<file path="config.mk">
export PLATFORM = sky130hd
export DESIGN_NAME = rot_exec_unit
export DESIGN_NICKNAME = d
export VERILOG_FILES = /design/src/rtl/rot_pkg.sv /design/src/rtl/rot_decode.sv /design/src/rtl/rot_barrel.sv /design/src/rtl/rot_exec_unit.sv
export SDC_FILE = /design/constraint.sdc
export NUM_CORES = 1
export LEC_CHECK = 0
export ABC_CLOCK_PERIOD_IN_PS = 2800
export CORE_MARGIN = 10
export CORE_UTILIZATION = 50
export CTS_CLUSTER_SIZE = 16
export DETAILED_ROUTE_END_ITERATION = 16
export PLACE_DENSITY_LB_ADDON = 0.12
export SETUP_SLACK_MARGIN = 0.5
export SYNTH_ARGS = -nofsm -noshare
export SYNTH_HDL_FRONTEND = slang
export SYNTH_SLANG_ARGS = --single-unit
</file>
<file path="constraint.sdc">
create_clock -name clk -period 2.8 [get_ports clk]
set_input_delay 0.42 -clock clk [delete_from_list [all_inputs] [get_ports clk]]
set_output_delay 0.42 -clock clk [all_outputs]
set_load 0.01 [all_outputs]
</file>
<file path="src/rtl/rot_pkg.sv">
package rot_pkg;

    typedef enum logic [2:0] {
        ROP_NONE,
        ROP_W_IMM,
        ROP_W_VAR,
        ROP_D_IMM,
        ROP_D_IMM_HI,
        ROP_D_VAR
    } rot_op_e;

    localparam logic [5:0] FN_W_IMM    = 6'h02;
    localparam logic [5:0] FN_W_VAR    = 6'h06;
    localparam logic [5:0] FN_D_IMM    = 6'h3A;
    localparam logic [5:0] FN_D_IMM_HI = 6'h3E;
    localparam logic [5:0] FN_D_VAR    = 6'h16;
    localparam logic [4:0] ROT_MARK    = 5'd1;
    localparam logic [5:0] OPC_SPECIAL = 6'd0;

    typedef struct packed {
        rot_op_e op;
        logic    word;
        logic    hit;
    } rot_ctl_t;

endpackage

</file>
<file path="src/rtl/rot_decode.sv">
module rot_decode
    import rot_pkg::*;
#(
    parameter int SHW = 6
) (
    input  logic           clk,
    input  logic           rst_n,
    input  logic [31:0]    instr,
    input  logic [SHW-1:0] rs_amt,
    output rot_ctl_t       ctl,
    output logic [SHW-1:0] amt
);
    localparam logic [SHW-1:0] HI_OFS = SHW'(1) << (SHW - 1);

    logic [5:0] opc_f;
    logic [4:0] rs_f;
    logic [4:0] sa_f;
    logic [5:0] fn_f;
    logic       imm_mark;
    logic       var_mark;
    rot_op_e    op_c;
    logic       unused_fields;

    assign opc_f         = instr[31:26];
    assign rs_f          = instr[25:21];
    assign sa_f          = instr[10:6];
    assign fn_f          = instr[5:0];
    assign unused_fields = ^instr[20:11];

    assign imm_mark = (opc_f == OPC_SPECIAL) && (rs_f == ROT_MARK);
    assign var_mark = (opc_f == OPC_SPECIAL) && (sa_f == ROT_MARK);

    always_comb begin
        op_c = ROP_NONE;
        if (imm_mark && fn_f == FN_W_IMM)    op_c = ROP_W_IMM;
        if (var_mark && fn_f == FN_W_VAR)    op_c = ROP_W_VAR;
        if (imm_mark && fn_f == FN_D_IMM)    op_c = ROP_D_IMM;
        if (imm_mark && fn_f == FN_D_IMM_HI) op_c = ROP_D_IMM_HI;
        if (var_mark && fn_f == FN_D_VAR)    op_c = ROP_D_VAR;
    end

    always_comb begin
        ctl.op   = op_c;
        ctl.hit  = 1'b1;
        ctl.word = 1'b0;
        amt      = '0;
        unique case (op_c)
            ROP_W_IMM: begin
                ctl.word = 1'b1;
                amt      = SHW'(sa_f);
            end
            ROP_W_VAR: begin
                ctl.word = 1'b1;
                amt      = SHW'(rs_amt[SHW-2:0]);
            end
            ROP_D_IMM:    amt = SHW'(sa_f);
            ROP_D_IMM_HI: amt = SHW'(sa_f) | HI_OFS;
            ROP_D_VAR:    amt = rs_amt;
            default:      ctl.hit = 1'b0;
        endcase
    end


    hit_needs_special_chk: assert property (@(posedge clk) disable iff (!rst_n)
        ctl.hit |-> (instr[31:26] == 6'd0));


    hi_form_amount_chk: assert property (@(posedge clk) disable iff (!rst_n)
        (ctl.op == ROP_D_IMM_HI) |-> amt[SHW-1]);

endmodule

</file>
<file path="src/rtl/rot_barrel.sv">
module rot_barrel #(
    parameter int W  = 64,
    parameter int AW = $clog2(W)
) (
    input  logic [W-1:0]  din,
    input  logic [AW-1:0] amt,
    output logic [W-1:0]  dout
);
    logic [W-1:0] stage [0:AW];

    assign stage[0] = din;

    for (genvar k = 0; k < AW; k++) begin : g_stage
        localparam int SH = 1 << k;
        assign stage[k+1] = amt[k] ? {stage[k][SH-1:0], stage[k][W-1:SH]}
                                   : stage[k];
    end

    assign dout = stage[AW];

endmodule

</file>
<file path="src/rtl/rot_exec_unit.sv">
module rot_exec_unit
    import rot_pkg::*;
#(
    parameter int XLEN = 64
) (
    input  logic            clk,
    input  logic            rst_n,
    input  logic [31:0]     instr,
    input  logic [XLEN-1:0] rt_val,
    input  logic [XLEN-1:0] rs_val,
    output logic [XLEN-1:0] out_data,
    output logic            out_wen,
    output logic            out_match
);
    localparam int SHW  = $clog2(XLEN);
    localparam int HALF = XLEN / 2;
    localparam int HSHW = SHW - 1;

    rot_ctl_t        ctl;
    logic [SHW-1:0]  amt;
    logic [XLEN-1:0] rot_d;
    logic [HALF-1:0] rot_w;
    logic [XLEN-1:0] result_c;
    logic [XLEN-1:0] data_q;
    logic            wen_q;
    logic            unused_rs;

    assign unused_rs = ^rs_val[XLEN-1:SHW];

    rot_decode #(.SHW(SHW)) u_dec (
        .clk    (clk),
        .rst_n  (rst_n),
        .instr  (instr),
        .rs_amt (rs_val[SHW-1:0]),
        .ctl    (ctl),
        .amt    (amt)
    );

    rot_barrel #(.W(XLEN), .AW(SHW)) u_rot_d (
        .din  (rt_val),
        .amt  (amt),
        .dout (rot_d)
    );

    rot_barrel #(.W(HALF), .AW(HSHW)) u_rot_w (
        .din  (rt_val[HALF-1:0]),
        .amt  (amt[HSHW-1:0]),
        .dout (rot_w)
    );

    assign result_c = ctl.word ? {{HALF{rot_w[HALF-1]}}, rot_w} : rot_d;

    always_ff @(posedge clk or negedge rst_n) begin
        if (!rst_n) begin
            data_q <= '0;
            wen_q  <= 1'b0;
        end else begin
            wen_q <= ctl.hit;
            if (ctl.hit) data_q <= result_c;
        end
    end

    assign out_data  = data_q;
    assign out_wen   = wen_q;
    assign out_match = ctl.hit;


    wen_after_match_chk: assert property (@(posedge clk) disable iff (!rst_n)
        out_match |=> out_wen);


    idle_hold_chk: assert property (@(posedge clk) disable iff (!rst_n)
        !out_match |=> (!out_wen && $stable(out_data)));


    word_sign_ext_chk: assert property (@(posedge clk) disable iff (!rst_n)
        (out_match && ctl.word) |=>
            (out_data[XLEN-1:HALF] == {HALF{out_data[HALF-1]}}) &&
            ($countones(out_data[HALF-1:0]) == $countones($past(rt_val[HALF-1:0]))));


    dbl_bits_kept_chk: assert property (@(posedge clk) disable iff (!rst_n)
        (out_match && !ctl.word) |=>
            ($countones(out_data) == $countones($past(rt_val))));


    zero_amt_pass_chk: assert property (@(posedge clk) disable iff (!rst_n)
        (out_match && !ctl.word && amt == '0) |=> (out_data == $past(rt_val)));


    reset_clear_chk: assert property (@(posedge clk)
        !rst_n |-> (!out_wen && out_data == '0));

endmodule

</file>
==> results of run 1 <==
## cells in the mapped netlist, drive strengths merged (3+ instances only)
cell type  number
or3             6
o221a           4
clkbuf         52
nor3           14
and2            6
buf            44
a221oi         14
a211o           3
dfrtp          65
nor2           94
a32o            4
or2             6
a21oi          63
a22o           23
a31oi          21
o22ai          52
o221ai         21
nand3          38
nand2          86
o21a           23
a32oi           7
o2bb2ai         4
a21o            3
o22a            8
mux2           22
a221o           3
o21ai          62
a22oi          67
a211oi          9
o211ai         14
and3            4
mux2i         145
nor4            7
## per-stage QoR
stage	hold WS, ps	setup TNS (ps)	cell area [um^2]	setup WS (ps)
global placement	452	-68770	12500	-1380
floorplan	124	-15080	8380	-382
detailed placement	464	-74260	12500	-1380
## cell families after synthesis
| kind of cell | after synthesis | share of synthesized area, % |
|---|---|---|
| muxes | 167 | 20.9 |
| AOI/OAI and AO/OA | 420 | 37.0 |
| and+or+nand+nor | 272 | 15.4 |
| DFF | 65 | 19.9 |
| buffers and inverters | 99 | 6.83 |
==> impl_results.html, run 1 <==
<table>
<tr><th>Metric</th><th>Value</th></tr>
<tr><th colspan="2">Floorplan</th></tr>
<tr><td>DIE WIDTH</td><td>148 um</td></tr>
<tr><td>Number of placed I/O pins</td><td>228</td></tr>
<tr><td>Chip height</td><td>148 um</td></tr>
<tr><td>Initial standard-cell utilization of the core</td><td>51.3%</td></tr>
<tr><td>FP Rows</td><td>46</td></tr>
<tr><th colspan="2">Synth</th></tr>
<tr><td>Leading cell types by total area after synthesis</td><td>sky130_fd_sc_hd__dfrtp_1, sky130_fd_sc_hd__mux2i_1, sky130_fd_sc_hd__a22oi_1, sky130_fd_sc_hd__nor2_1, sky130_fd_sc_hd__o22ai_1</td></tr>
<tr><td>Share of the yosys chip area belonging to registers</td><td>19.9%</td></tr>
<tr><td>Cell type with the largest total area after synthesis</td><td>sky130_fd_sc_hd__dfrtp_1</td></tr>
<tr><td>Proportion of netlist area held by the largest area contributor</td><td>19.9%</td></tr>
<tr><td>Main flop type after synthesis</td><td>sky130_fd_sc_hd__dfrtp_1</td></tr>
<tr><td>Post-synthesis net count</td><td>1,185</td></tr>
<tr><td>Total of warnings raised by yosys</td><td>0</td></tr>
<tr><td>Synth Area per Inst</td><td>7.99 um^2</td></tr>
<tr><td>Total of flip-flops plus latches after synthesis</td><td>65</td></tr>
<tr><td>Number of synthesized flops with an enable pin</td><td>0</td></tr>
<tr><td>Post-Syn Instances</td><td>1,023</td></tr>
<tr><td>Distinct cell type count after synthesis</td><td>75</td></tr>
<tr><td>Synth Cell Area</td><td>8170 um^2</td></tr>
<tr><td>Synth async-reset ratio</td><td>100%</td></tr>
<tr><th colspan="2">Clock tree</th></tr>
<tr><td># resized after CTS</td><td>529</td></tr>
<tr><td>Max Buffers Root-to-Sink</td><td>2</td></tr>
<tr><td>Number of H-tree branching levels</td><td>3</td></tr>
<tr><td>CTS buffer count</td><td>9</td></tr>
<tr><td>Total setup buffers inserted after CTS</td><td>70</td></tr>
<tr><td>Number of hold-repair buffers added at the cts stage</td><td>0</td></tr>
<tr><td>Clock tree sinks</td><td>65</td></tr>
<tr><td>Root buffer cell</td><td>sky130_fd_sc_hd__clkbuf_16</td></tr>
<tr><th colspan="2">Status</th></tr>
<tr><td>Tool error message</td><td>[ERROR DPL-0033] detailed placement checks failed during check placement.</td></tr>
<tr><td>Stage where the flow stopped</td><td>4_1_cts</td></tr>
<tr><td>Result of the run</td><td>did not finish</td></tr>
<tr><th colspan="2">Placed design</th></tr>
<tr><td>HPWL after detailed placement</td><td>33.9 mm</td></tr>
<tr><td>Count of buffers inserted at the top-level ports</td><td>159</td></tr>
<tr><td>RD Place Congestion</td><td>1.11</td></tr>
<tr><td>Placed cell count</td><td>1,642</td></tr>
</table>
==> inputs of run 2 (changes only) <==
--- a/config.mk
+++ b/config.mk
@@ -7,11 +7,9 @@
 export LEC_CHECK = 0
 export ABC_CLOCK_PERIOD_IN_PS = 2800
 export CORE_MARGIN = 10
-export CORE_UTILIZATION = 50
-export CTS_CLUSTER_SIZE = 16
+export CORE_UTILIZATION = 40
 export DETAILED_ROUTE_END_ITERATION = 16
-export PLACE_DENSITY_LB_ADDON = 0.12
-export SETUP_SLACK_MARGIN = 0.5
+export PLACE_DENSITY_LB_ADDON = 0.15
 export SYNTH_ARGS = -nofsm -noshare
 export SYNTH_HDL_FRONTEND = slang
 export SYNTH_SLANG_ARGS = --single-unit
==> impl_results.html, run 2 <==
<table>
<tr><th>Metric</th><th>Value</th></tr>
<tr><th colspan="2">Synth</th></tr>
<tr><td>Leading cell types by total area after synthesis</td><td>sky130_fd_sc_hd__dfrtp_1, sky130_fd_sc_hd__mux2i_1, sky130_fd_sc_hd__a22oi_1, sky130_fd_sc_hd__nor2_1, sky130_fd_sc_hd__o22ai_1</td></tr>
<tr><td>Post-synthesis net count</td><td>1,185 (unchanged)</td></tr>
<tr><td>Top post-synthesis cells by count</td><td>sky130_fd_sc_hd__mux2i_1, sky130_fd_sc_hd__nor2_1, sky130_fd_sc_hd__nand2_1, sky130_fd_sc_hd__a22oi_1, sky130_fd_sc_hd__dfrtp_1</td></tr>
<tr><td>Cell type with the largest total area after synthesis</td><td>sky130_fd_sc_hd__dfrtp_1</td></tr>
<tr><td>Most instantiated library cell after synthesis</td><td>sky130_fd_sc_hd__mux2i_1</td></tr>
<tr><td>Synth Area per Inst</td><td>7.99 um^2 (unchanged)</td></tr>
<tr><td>Main flop type after synthesis</td><td>sky130_fd_sc_hd__dfrtp_1</td></tr>
<tr><td>Synth async-reset ratio</td><td>100% (unchanged)</td></tr>
<tr><td>Share of the yosys chip area belonging to registers</td><td>19.9% (unchanged)</td></tr>
<tr><td>Proportion of netlist area held by the largest area contributor</td><td>19.9% (unchanged)</td></tr>
<tr><td>Total of warnings raised by yosys</td><td>0 (unchanged)</td></tr>
<tr><td>Distinct cell type count after synthesis</td><td>75 (unchanged)</td></tr>
<tr><td>Number of synthesized flops with an enable pin</td><td>0 (unchanged)</td></tr>
<tr><td>Synth Cell Area</td><td>8170 um^2 (unchanged)</td></tr>
<tr><td>Total of flip-flops plus latches after synthesis</td><td>65 (unchanged)</td></tr>
<tr><td>Post-Syn Instances</td><td>1,023 (unchanged)</td></tr>
<tr><th colspan="2">Setup path</th></tr>
<tr><td>Type of element capturing the critical path</td><td>flip-flop</td></tr>
<tr><td>Worst reg-to-reg path cell count</td><td>2</td></tr>
<tr><td>Gate family responsible for the most delay along the worst path</td><td>multiplexers</td></tr>
<tr><td>Crit-path most repeated cell</td><td>sky130_fd_sc_hd__buf_12</td></tr>
<tr><td>Startpoint of the worst-slack reg-to-reg timing path</td><td>out_data[60]</td></tr>
<tr><td>Worst EP required</td><td>3030 ps</td></tr>
<tr><td>Maximum single-stage delay on the critical path</td><td>570 ps</td></tr>
<tr><td>WP buf/inv</td><td>4</td></tr>
<tr><td>Critical Path End</td><td>out_data[23]</td></tr>
<tr><td>Total number of cells along the worst setup path</td><td>14</td></tr>
<tr><td>Critical path data arrival time</td><td>3500 ps</td></tr>
<tr><td>R2r setup slk</td><td>1990 ps</td></tr>
<tr><td>Launch point of the worst path</td><td>instr[23]</td></tr>
<tr><td>Reg2reg end</td><td>out_data[60]</td></tr>
<tr><td>Critical Setup Path Class</td><td>input port to flip-flop</td></tr>
<tr><td>Critical-path maximum fanout</td><td>7</td></tr>
<tr><td>Critical Path Slowest Stage Cell</td><td>sky130_fd_sc_hd__or4b_4</td></tr>
<tr><td>Crit path cell chain</td><td>buf_6 -&gt; or4b_4 -&gt; nor2_4 -&gt; a32o_2 -&gt; buf_12 -&gt; buf_12 -&gt; buf_12 -&gt; mux2i_1 -&gt; mux2i_1 -&gt; mux2i_2 -&gt; mux2i_2 -&gt; mux2_4 -&gt; a221o_1 -&gt; mux2_4</td></tr>
<tr><td>Startpoint class of the critical path</td><td>input port</td></tr>
<tr><th colspan="2">Drt</th></tr>
<tr><td>Routed wire per std cell</td><td>26.7 um</td></tr>
<tr><td>Via-to-Cell Ratio</td><td>6.55</td></tr>
<tr><td>Overall via count from detail_route</td><td>11,785</td></tr>
<tr><td>Iteration-0 DRC Markers</td><td>1,665</td></tr>
<tr><td>Detailed-routing iteration count for the pre-antenna-repair pass</td><td>6</td></tr>
<tr><td>Antenna-violating nets left</td><td>0</td></tr>
<tr><td>Wire length reported by the detailed router</td><td>48.0 mm</td></tr>
<tr><td>DRC violation count after routing</td><td>0</td></tr>
<tr><th colspan="2">Placed design</th></tr>
<tr><td>HPWL after detailed placement</td><td>35.1 mm (+3.8%)</td></tr>
<tr><td>Placed cell count</td><td>1,707 (+4.0%)</td></tr>
<tr><td>Count of buffers inserted at the top-level ports</td><td>159 (unchanged)</td></tr>
<tr><td>RD Place Congestion</td><td>1.11 (+0.58%)</td></tr>
<tr><th colspan="2">STA</th></tr>
<tr><td>Setup repair after global routing missed its margin</td><td>yes</td></tr>
<tr><td>Worst Tran Pin Value</td><td>580 ps</td></tr>
<tr><td>Final setup violation count</td><td>65</td></tr>
<tr><td>Achievable Freq</td><td>0.306 GHz</td></tr>
<tr><td>Max_slew headroom</td><td>61.3%</td></tr>
<tr><td>Worst-case setup margin in the final layout</td><td>-465 ps</td></tr>
<tr><td>Tmin final</td><td>3270 ps</td></tr>
<tr><td>Share of the clock period used by the worst path</td><td>117%</td></tr>
<tr><td>Number of endpoints with negative hold slack in the final report</td><td>0</td></tr>
<tr><td>Pins Over Slew Limit</td><td>0</td></tr>
<tr><td>Post-route clock skew</td><td>0 ps</td></tr>
<tr><th colspan="2">Hold path</th></tr>
<tr><td>Worst min-delay path class</td><td>input port to async pin</td></tr>
<tr><th colspan="2">Clock tree</th></tr>
<tr><td>Max Buffers Root-to-Sink</td><td>2 (unchanged)</td></tr>
<tr><td>CTS buffer count</td><td>9 (unchanged)</td></tr>
<tr><td>CTS tree</td><td>done</td></tr>
<tr><td>Clock Pin Slew Worst Setup and Hold Paths</td><td>70 ps</td></tr>
<tr><td>Clock tree sinks</td><td>65 (unchanged)</td></tr>
<tr><td>Clock latency at the later pin of the worst-skew pair</td><td>340 ps</td></tr>
<tr><td>Root buffer cell</td><td>sky130_fd_sc_hd__clkbuf_16</td></tr>
<tr><td>Number of H-tree branching levels</td><td>3 (unchanged)</td></tr>
<tr><th colspan="2">Floorplan</th></tr>
<tr><td>Core area</td><td>20,200 um^2</td></tr>
<tr><td>Initial standard-cell utilization of the core</td><td>40.5% (-11 points)</td></tr>
<tr><td>Chip height</td><td>163 um (+10%)</td></tr>
<tr><td>Number of placed I/O pins</td><td>228 (unchanged)</td></tr>
<tr><td>DIE WIDTH</td><td>163 um (+10%)</td></tr>
<tr><td>Area of the die</td><td>26,600 um^2</td></tr>
<tr><td>FP Rows</td><td>52 (+13%)</td></tr>
<tr><th colspan="2">Layout</th></tr>
<tr><td>Max reg flops</td><td>64</td></tr>
<tr><td>Proportion of layout cells with a drive suffix above 1</td><td>55.9%</td></tr>
<tr><td>Diodes inserted</td><td>0</td></tr>
<tr><td>Most common cell after layout, fill and taps aside</td><td>sky130_fd_sc_hd__buf_4</td></tr>
<tr><td>Fillers</td><td>1,345</td></tr>
<tr><td>Commonest cells after routing, fill and taps aside</td><td>sky130_fd_sc_hd__buf_4, sky130_fd_sc_hd__clkdlybuf4s50_1, sky130_fd_sc_hd__nor2_1</td></tr>
<tr><td>Area growth from synthesis to layout</td><td>98.2%</td></tr>
<tr><td>Final Net Count</td><td>1,687</td></tr>
<tr><td>Non-filler cells in the finished layout</td><td>1,800</td></tr>
<tr><th colspan="2">Global routing</th></tr>
<tr><td>Wire length of the first global-routing pass</td><td>68.9 mm</td></tr>
<tr><td>Remaining global-route overflow</td><td>0</td></tr>
<tr><td>Via count of the first global-routing pass</td><td>11,498</td></tr>
<tr><td>Initial antenna violation count</td><td>0</td></tr>
<tr><td>Largest net degree at the start of global routing</td><td>66</td></tr>
<tr><td>Global-route total usage across every layer</td><td>33.4%</td></tr>
<tr><th colspan="2">Power</th></tr>
<tr><td>Switching share of total power</td><td>30.5%</td></tr>
<tr><td>Switch Pwr</td><td>1.04 mW</td></tr>
<tr><td>Power share of the combinational group</td><td>32.1%</td></tr>
<tr><td>Sequential share of power</td><td>27.7%</td></tr>
<tr><td>Pwr Density</td><td>211 nW/um^2</td></tr>
<tr><td>Internal power summed over all cells</td><td>2.37 mW</td></tr>
<tr><td>Leakage power of the design</td><td>6.49 nW</td></tr>
<tr><td>Power after layout</td><td>3.41 mW</td></tr>
<tr><td>Clock Power Share</td><td>40.2%</td></tr>
<tr><td>Worst-case vdd ir drop</td><td>0.000368 V</td></tr>
<tr><th colspan="2">Job</th></tr>
<tr><td>Number of maximum-capacitance violations</td><td>0</td></tr>
<tr><th colspan="2">Status</th></tr>
<tr><td>Failing checks</td><td>setup timing</td></tr>
<tr><td>Result of the run</td><td>complete, but fails checks</td></tr>
</table>
-- run 2: cell counts after synthesis --
Identical to the previous run, type by type.
-- run 2: stage by stage --
stage	utilization [%]	hold slack, ps	TNS (ps)	area (um^2)	worst slack (ps)
3_5_place_dp	62.6	465	-76730	12600	-1380
5_1_grt	80.3	122	-28330	16200	-563
6_report	80.3	88.5	-22890	16200	-465
2_1_floorplan	-	124	-15050	8360	-382
4_1_cts	73.5	116	-16240	14800	-401
3_3_place_gp	62.6	455	-72900	12600	-1350
-- run 2: worst reg2reg max path, stage by stage, from the launching register on --
cell                      delay, ps
sky130_fd_sc_hd__dfrtp_1        420
sky130_fd_sc_hd__nor2_1         210
sky130_fd_sc_hd__a21oi_1         60
-- run 2: worst min path at each step --
stage | cells past startpoint | slack [ps] | end | from
2_1_floorplan | 0 | 120 | out_data[0] | rst_n
5_1_grt | 2 | 120 | out_data[36] | rst_n
3_3_place_gp | 2 | 460 | out_data[32] | rst_n
4_1_cts | 2 | 120 | out_data[36] | rst_n
6_report | 2 | 90 | out_data[52] | rst_n
3_5_place_dp | 2 | 470 | out_data[36] | rst_n
-- run 2: final cells by class --
type,instances,area [um^2],area share [%]
well taps,270,338,2.08
repair buffers,586,5470,33.8
inverters,3,11.3,0.0695
clock buffers,10,239,1.47
multi-input cells,860,8400,51.9
clock inverters,6,115,0.710
flip-flops and latches,65,1630,10.0
-- run 2: cell families after synthesis --
logic type      after synthesis  share of synthesized area (%)
mux                         167                           20.9
simple gates                272                           15.4
flops                        65                           19.9
buf+inv                      99                           6.83
compound gates              420                           37.0
-- run 2: routing by layer --
metal	vias up	track usage, %	routed length [um]
met5	-	0	0
met4	0	13.6	2440
met3	182	9.56	5320
met2	825	52.7	21800
met1	5721	41.8	18400
li1	5057	-	-
-- run 2: timing repair --
action,CTS,global route
gates resized for setup,372,227
pin swaps,75,83
cloned,5,3
hold endpoints to repair,0,0
endpoints found under the setup margin,65,65
setup buffers,50,34
hold buffers,0,0
-- run 2: power by group through the flow --
stage	combinational (mW)	sequential [mW]	clock, mW
6_report	1.09	0.944	1.37
5_1_grt	1.13	0.944	1.40
4_1_cts	0.935	0.944	1.36
3_5_place_dp	0.803	0.961	0
3_3_place_gp	0.799	0.961	0
2_1_floorplan	0.297	0.963	0
No activity file was read; power rests on OpenSTA's default activity.
==> inputs of run 3 (changes only) <==
--- a/config.mk
+++ b/config.mk
@@ -6,7 +6,6 @@
 export NUM_CORES = 1
 export LEC_CHECK = 0
 export ABC_CLOCK_PERIOD_IN_PS = 2800
-export CORE_MARGIN = 10
 export CORE_UTILIZATION = 40
 export DETAILED_ROUTE_END_ITERATION = 16
 export PLACE_DENSITY_LB_ADDON = 0.15
==> impl_results.html, run 3 (synthesized netlist as in run 2, its figures left out) <==
<table>
<tr><th>Metric</th><th>Value</th></tr>
<tr><th colspan="2">Status</th></tr>
<tr><td>Result of the run</td><td>complete, but fails checks</td></tr>
<tr><td>Failing checks</td><td>setup timing</td></tr>
<tr><th colspan="2">STA</th></tr>
<tr><td>Worst-case setup margin in the final layout</td><td>-399 ps (+65.9 ps)</td></tr>
<tr><td>Min Hold Slack</td><td>65.1 ps (-23.4 ps)</td></tr>
<tr><td>Setup TNS after final layout</td><td>-19,240 ps (+3650 ps)</td></tr>
<tr><td>Number of endpoints with negative hold slack in the final report</td><td>0 (unchanged)</td></tr>
<tr><td>Share of the clock period used by the worst path</td><td>114% (-2.4 points)</td></tr>
<tr><td>Pins Over Slew Limit</td><td>0 (unchanged)</td></tr>
<tr><td>Final setup violation count</td><td>64 (-1.5%)</td></tr>
<tr><td>Achievable Freq</td><td>0.313 GHz (+2.1%)</td></tr>
<tr><td>Max_slew headroom</td><td>55.5% (-5.9 points)</td></tr>
<tr><td>Setup repair after global routing missed its margin</td><td>yes</td></tr>
<tr><td>Post-route clock skew</td><td>0 ps (unchanged)</td></tr>
<tr><td>Tmin final</td><td>3200 ps (-65.9 ps)</td></tr>
<tr><td>Worst Tran Pin Value</td><td>668 ps (+88.0 ps)</td></tr>
<tr><th colspan="2">Power</th></tr>
<tr><td>Power share of the combinational group</td><td>32.5% (+0.4 points)</td></tr>
<tr><td>Switching share of total power</td><td>30.6% (+0.085 points)</td></tr>
<tr><td>Clock Power Share</td><td>39.8% (-0.4 points)</td></tr>
<tr><td>Internal power summed over all cells</td><td>2.37 mW (about the same)</td></tr>
<tr><td>Leakage power of the design</td><td>6.53 nW (+0.53%)</td></tr>
<tr><td>Worst-case vdd ir drop</td><td>0.000272 V (-26%)</td></tr>
<tr><td>Switch Pwr</td><td>1.04 mW (+0.39%)</td></tr>
<tr><td>Pwr Density</td><td>208 nW/um^2 (-1.2%)</td></tr>
<tr><td>Power after layout</td><td>3.42 mW (+0.12%)</td></tr>
<tr><td>Sequential share of power</td><td>27.6% (about the same)</td></tr>
<tr><th colspan="2">Clock tree</th></tr>
<tr><td>Number of hold-repair buffers added at the cts stage</td><td>0 (unchanged)</td></tr>
<tr><td>Number of H-tree branching levels</td><td>3 (unchanged)</td></tr>
<tr><td>CTS tree</td><td>done</td></tr>
<tr><td>CTS buffer count</td><td>9 (unchanged)</td></tr>
<tr><td>Root buffer cell</td><td>sky130_fd_sc_hd__clkbuf_16</td></tr>
<tr><td>Clock tree sinks</td><td>65 (unchanged)</td></tr>
<tr><td>Clock latency at the later pin of the worst-skew pair</td><td>340 ps (about the same)</td></tr>
<tr><td>Clock Pin Slew Worst Setup and Hold Paths</td><td>60 ps (about the same)</td></tr>
<tr><td>Max Buffers Root-to-Sink</td><td>2 (unchanged)</td></tr>
<tr><th colspan="2">Global routing</th></tr>
<tr><td>GR Layer Usage met2</td><td>68.1% (+15 points)</td></tr>
<tr><td>Top Usage Layer GRT</td><td>met2</td></tr>
<tr><td>Largest net degree at the start of global routing</td><td>30 (-55%)</td></tr>
<tr><td>Global-route total usage across every layer</td><td>42.4% (+9.1 points)</td></tr>
<tr><td>Via count of the first global-routing pass</td><td>11,683 (+1.6%)</td></tr>
<tr><td>GR Layer Usage met1</td><td>53.3% (+11 points)</td></tr>
<tr><td>Wire length of the first global-routing pass</td><td>69.2 mm (+0.47%)</td></tr>
<tr><td>Met3 layer usage reported by global route</td><td>9.72% (+0.16 points)</td></tr>
<tr><td>Remaining global-route overflow</td><td>0 (unchanged)</td></tr>
<tr><td>Initial antenna violation count</td><td>1 (+1)</td></tr>
<tr><th colspan="2">Setup path</th></tr>
<tr><td>Critical path data arrival time</td><td>3440 ps (-60 ps)</td></tr>
<tr><td>Critical Setup Path Class</td><td>input port to flip-flop</td></tr>
<tr><td>Type of element capturing the critical path</td><td>flip-flop</td></tr>
<tr><td>Critical Path Slowest Stage Cell</td><td>sky130_fd_sc_hd__or4b_4</td></tr>
<tr><td>Crit path cell chain</td><td>buf_6 -&gt; or4b_4 -&gt; nor3_4 -&gt; a22o_4 -&gt; buf_4 -&gt; buf_6 -&gt; mux2_4 -&gt; o211ai_1 -&gt; nor3_1 -&gt; nor4_2 -&gt; o211ai_1 -&gt; o21a_1</td></tr>
<tr><td>Startpoint class of the critical path</td><td>input port</td></tr>
<tr><td>Critical-path maximum fanout</td><td>6 (-1)</td></tr>
<tr><td>Gate family responsible for the most delay along the worst path</td><td>simple AND/OR/NAND/NOR gates</td></tr>
<tr><td>WP buf/inv</td><td>3 (-1)</td></tr>
<tr><td>Worst EP required</td><td>3040 ps (about the same)</td></tr>
<tr><td>Maximum single-stage delay on the critical path</td><td>570 ps (about the same)</td></tr>
<tr><th colspan="2">Drt</th></tr>
<tr><td>Antenna-violating nets left</td><td>0 (unchanged)</td></tr>
<tr><td>Wire length reported by the detailed router</td><td>48.1 mm (+0.16%)</td></tr>
<tr><td>Via-to-Cell Ratio</td><td>6.72 (+2.6%)</td></tr>
<tr><td>Iteration-0 DRC Markers</td><td>1,349 (-19%)</td></tr>
<tr><td>Routed wire per std cell</td><td>26.6 um (-0.39%)</td></tr>
<tr><td>Detailed-routing iteration count for the pre-antenna-repair pass</td><td>8 (+2)</td></tr>
<tr><td>DRC violation count after routing</td><td>0 (unchanged)</td></tr>
<tr><td>Overall via count from detail_route</td><td>12,164 (+3.2%)</td></tr>
<tr><th colspan="2">Placed design</th></tr>
<tr><td>Count of buffers inserted at the top-level ports</td><td>159 (unchanged)</td></tr>
<tr><td>Placed cell count</td><td>1,698 (-0.53%)</td></tr>
<tr><td>RD Place Congestion</td><td>1.05 (-5.8%)</td></tr>
<tr><td>HPWL after detailed placement</td><td>32.7 mm (-7.1%)</td></tr>
<tr><th colspan="2">Layout</th></tr>
<tr><td>Commonest cells after routing, fill and taps aside</td><td>sky130_fd_sc_hd__buf_4, sky130_fd_sc_hd__clkdlybuf4s50_1, sky130_fd_sc_hd__nor2_1</td></tr>
<tr><td>Final Net Count</td><td>1,701 (+0.83%)</td></tr>
<tr><td>Area growth from synthesis to layout</td><td>101%</td></tr>
<tr><td>Proportion of layout cells with a drive suffix above 1</td><td>56.0% (+0.14 points)</td></tr>
<tr><td>Max reg flops</td><td>64 (unchanged)</td></tr>
<tr><td>Non-filler cells in the finished layout</td><td>1,810 (+0.56%)</td></tr>
<tr><td>Most common cell after layout, fill and taps aside</td><td>sky130_fd_sc_hd__buf_4</td></tr>
<tr><th colspan="2">Floorplan</th></tr>
<tr><td>Core area</td><td>19,700 um^2 (-2.2%)</td></tr>
<tr><td>FP Rows</td><td>51 (-1.9%)</td></tr>
<tr><td>Chip height</td><td>145 um (-11%)</td></tr>
<tr><td>Number of placed I/O pins</td><td>228 (unchanged)</td></tr>
<tr><td>Initial standard-cell utilization of the core</td><td>41.5% (+0.93 points)</td></tr>
<tr><td>DIE WIDTH</td><td>145 um (-11%)</td></tr>
<tr><td>Area of the die</td><td>21,000 um^2 (-21%)</td></tr>
<tr><th colspan="2">Hold path</th></tr>
<tr><td>Worst min-delay path class</td><td>input port to async pin</td></tr>
<tr><th colspan="2">Job</th></tr>
<tr><td>Number of maximum-capacitance violations</td><td>0 (unchanged)</td></tr>
</table>
## run 3: cell count changes in the layout (fill, tap and decap cells not counted), moves of 6 or more
cell                      delta
sky130_fd_sc_hd__mux2i_1    +12
sky130_fd_sc_hd__mux2i_2    -14
sky130_fd_sc_hd__o21ai_1     -8
sky130_fd_sc_hd__o21ai_0     +6
sky130_fd_sc_hd__buf_4       +9
## run 3: repair_timing
item                                    in CTS  in global routing
gates cloned                                 5                  2
setup buffers                               66                 32
endpoints found under the setup margin      65                 65
gates resized for setup                    488                150
pin swaps                                   94                 61
## run 3: area by class of cell
type | instances | area (um^2)
clock inverters | 6 | 115
flip-flops and latches | 65 | 1630
inverters | 3 | 11.3
well taps | 265 | 332
clock buffers | 10 | 239
repair buffers | 598 | 5520
diodes | 1 | 2.50
multi-input cells | 862 | 8560
fillers | 1157 | 3300
## run 3: worst paths after layout
check	start	end	slack, ps	cells after the start
max in group asynchronous	rst_n	out_data[23]	1950	2
hold reg to reg	out_data[55]	out_data[55]	500	1
min in group clk	out_data[55]	out_data[55]	500	1
setup / recovery	instr[25]	out_data[22]	-400	12
hold / removal	rst_n	out_data[26]	70	1
setup reg to reg	out_data[5]	out_data[5]	1960	2
## run 3: metal layers
metal / vias up / routed length, um
li1: 5100 / -
met4: 0 / 3210
met2: 981 / 21700
met1: 5818 / 17700
met5: - / 0
met3: 265 / 5490
## run 3: power groups by stage
stage               sequential [mW]  combinational [mW]  clock [mW]
CTS                           0.944               0.981        1.36
global route                  0.944                1.15        1.41
detailed placement            0.961               0.797           0
finish                        0.944                1.11        1.36
global placement              0.961               0.794           0
floorplan                     0.963               0.297           0
## run 3: per-stage QoR
stage          cell area [um^2]  setup WS (ps)  utilization, %
5_1_grt                   16400           -516            83.2
2_1_floorplan              8360           -382               -
3_5_place_dp              12600          -1270            63.8
4_1_cts                   15500           -413            78.5
3_3_place_gp              12600          -1270            63.8
6_report                  16400           -399            83.2
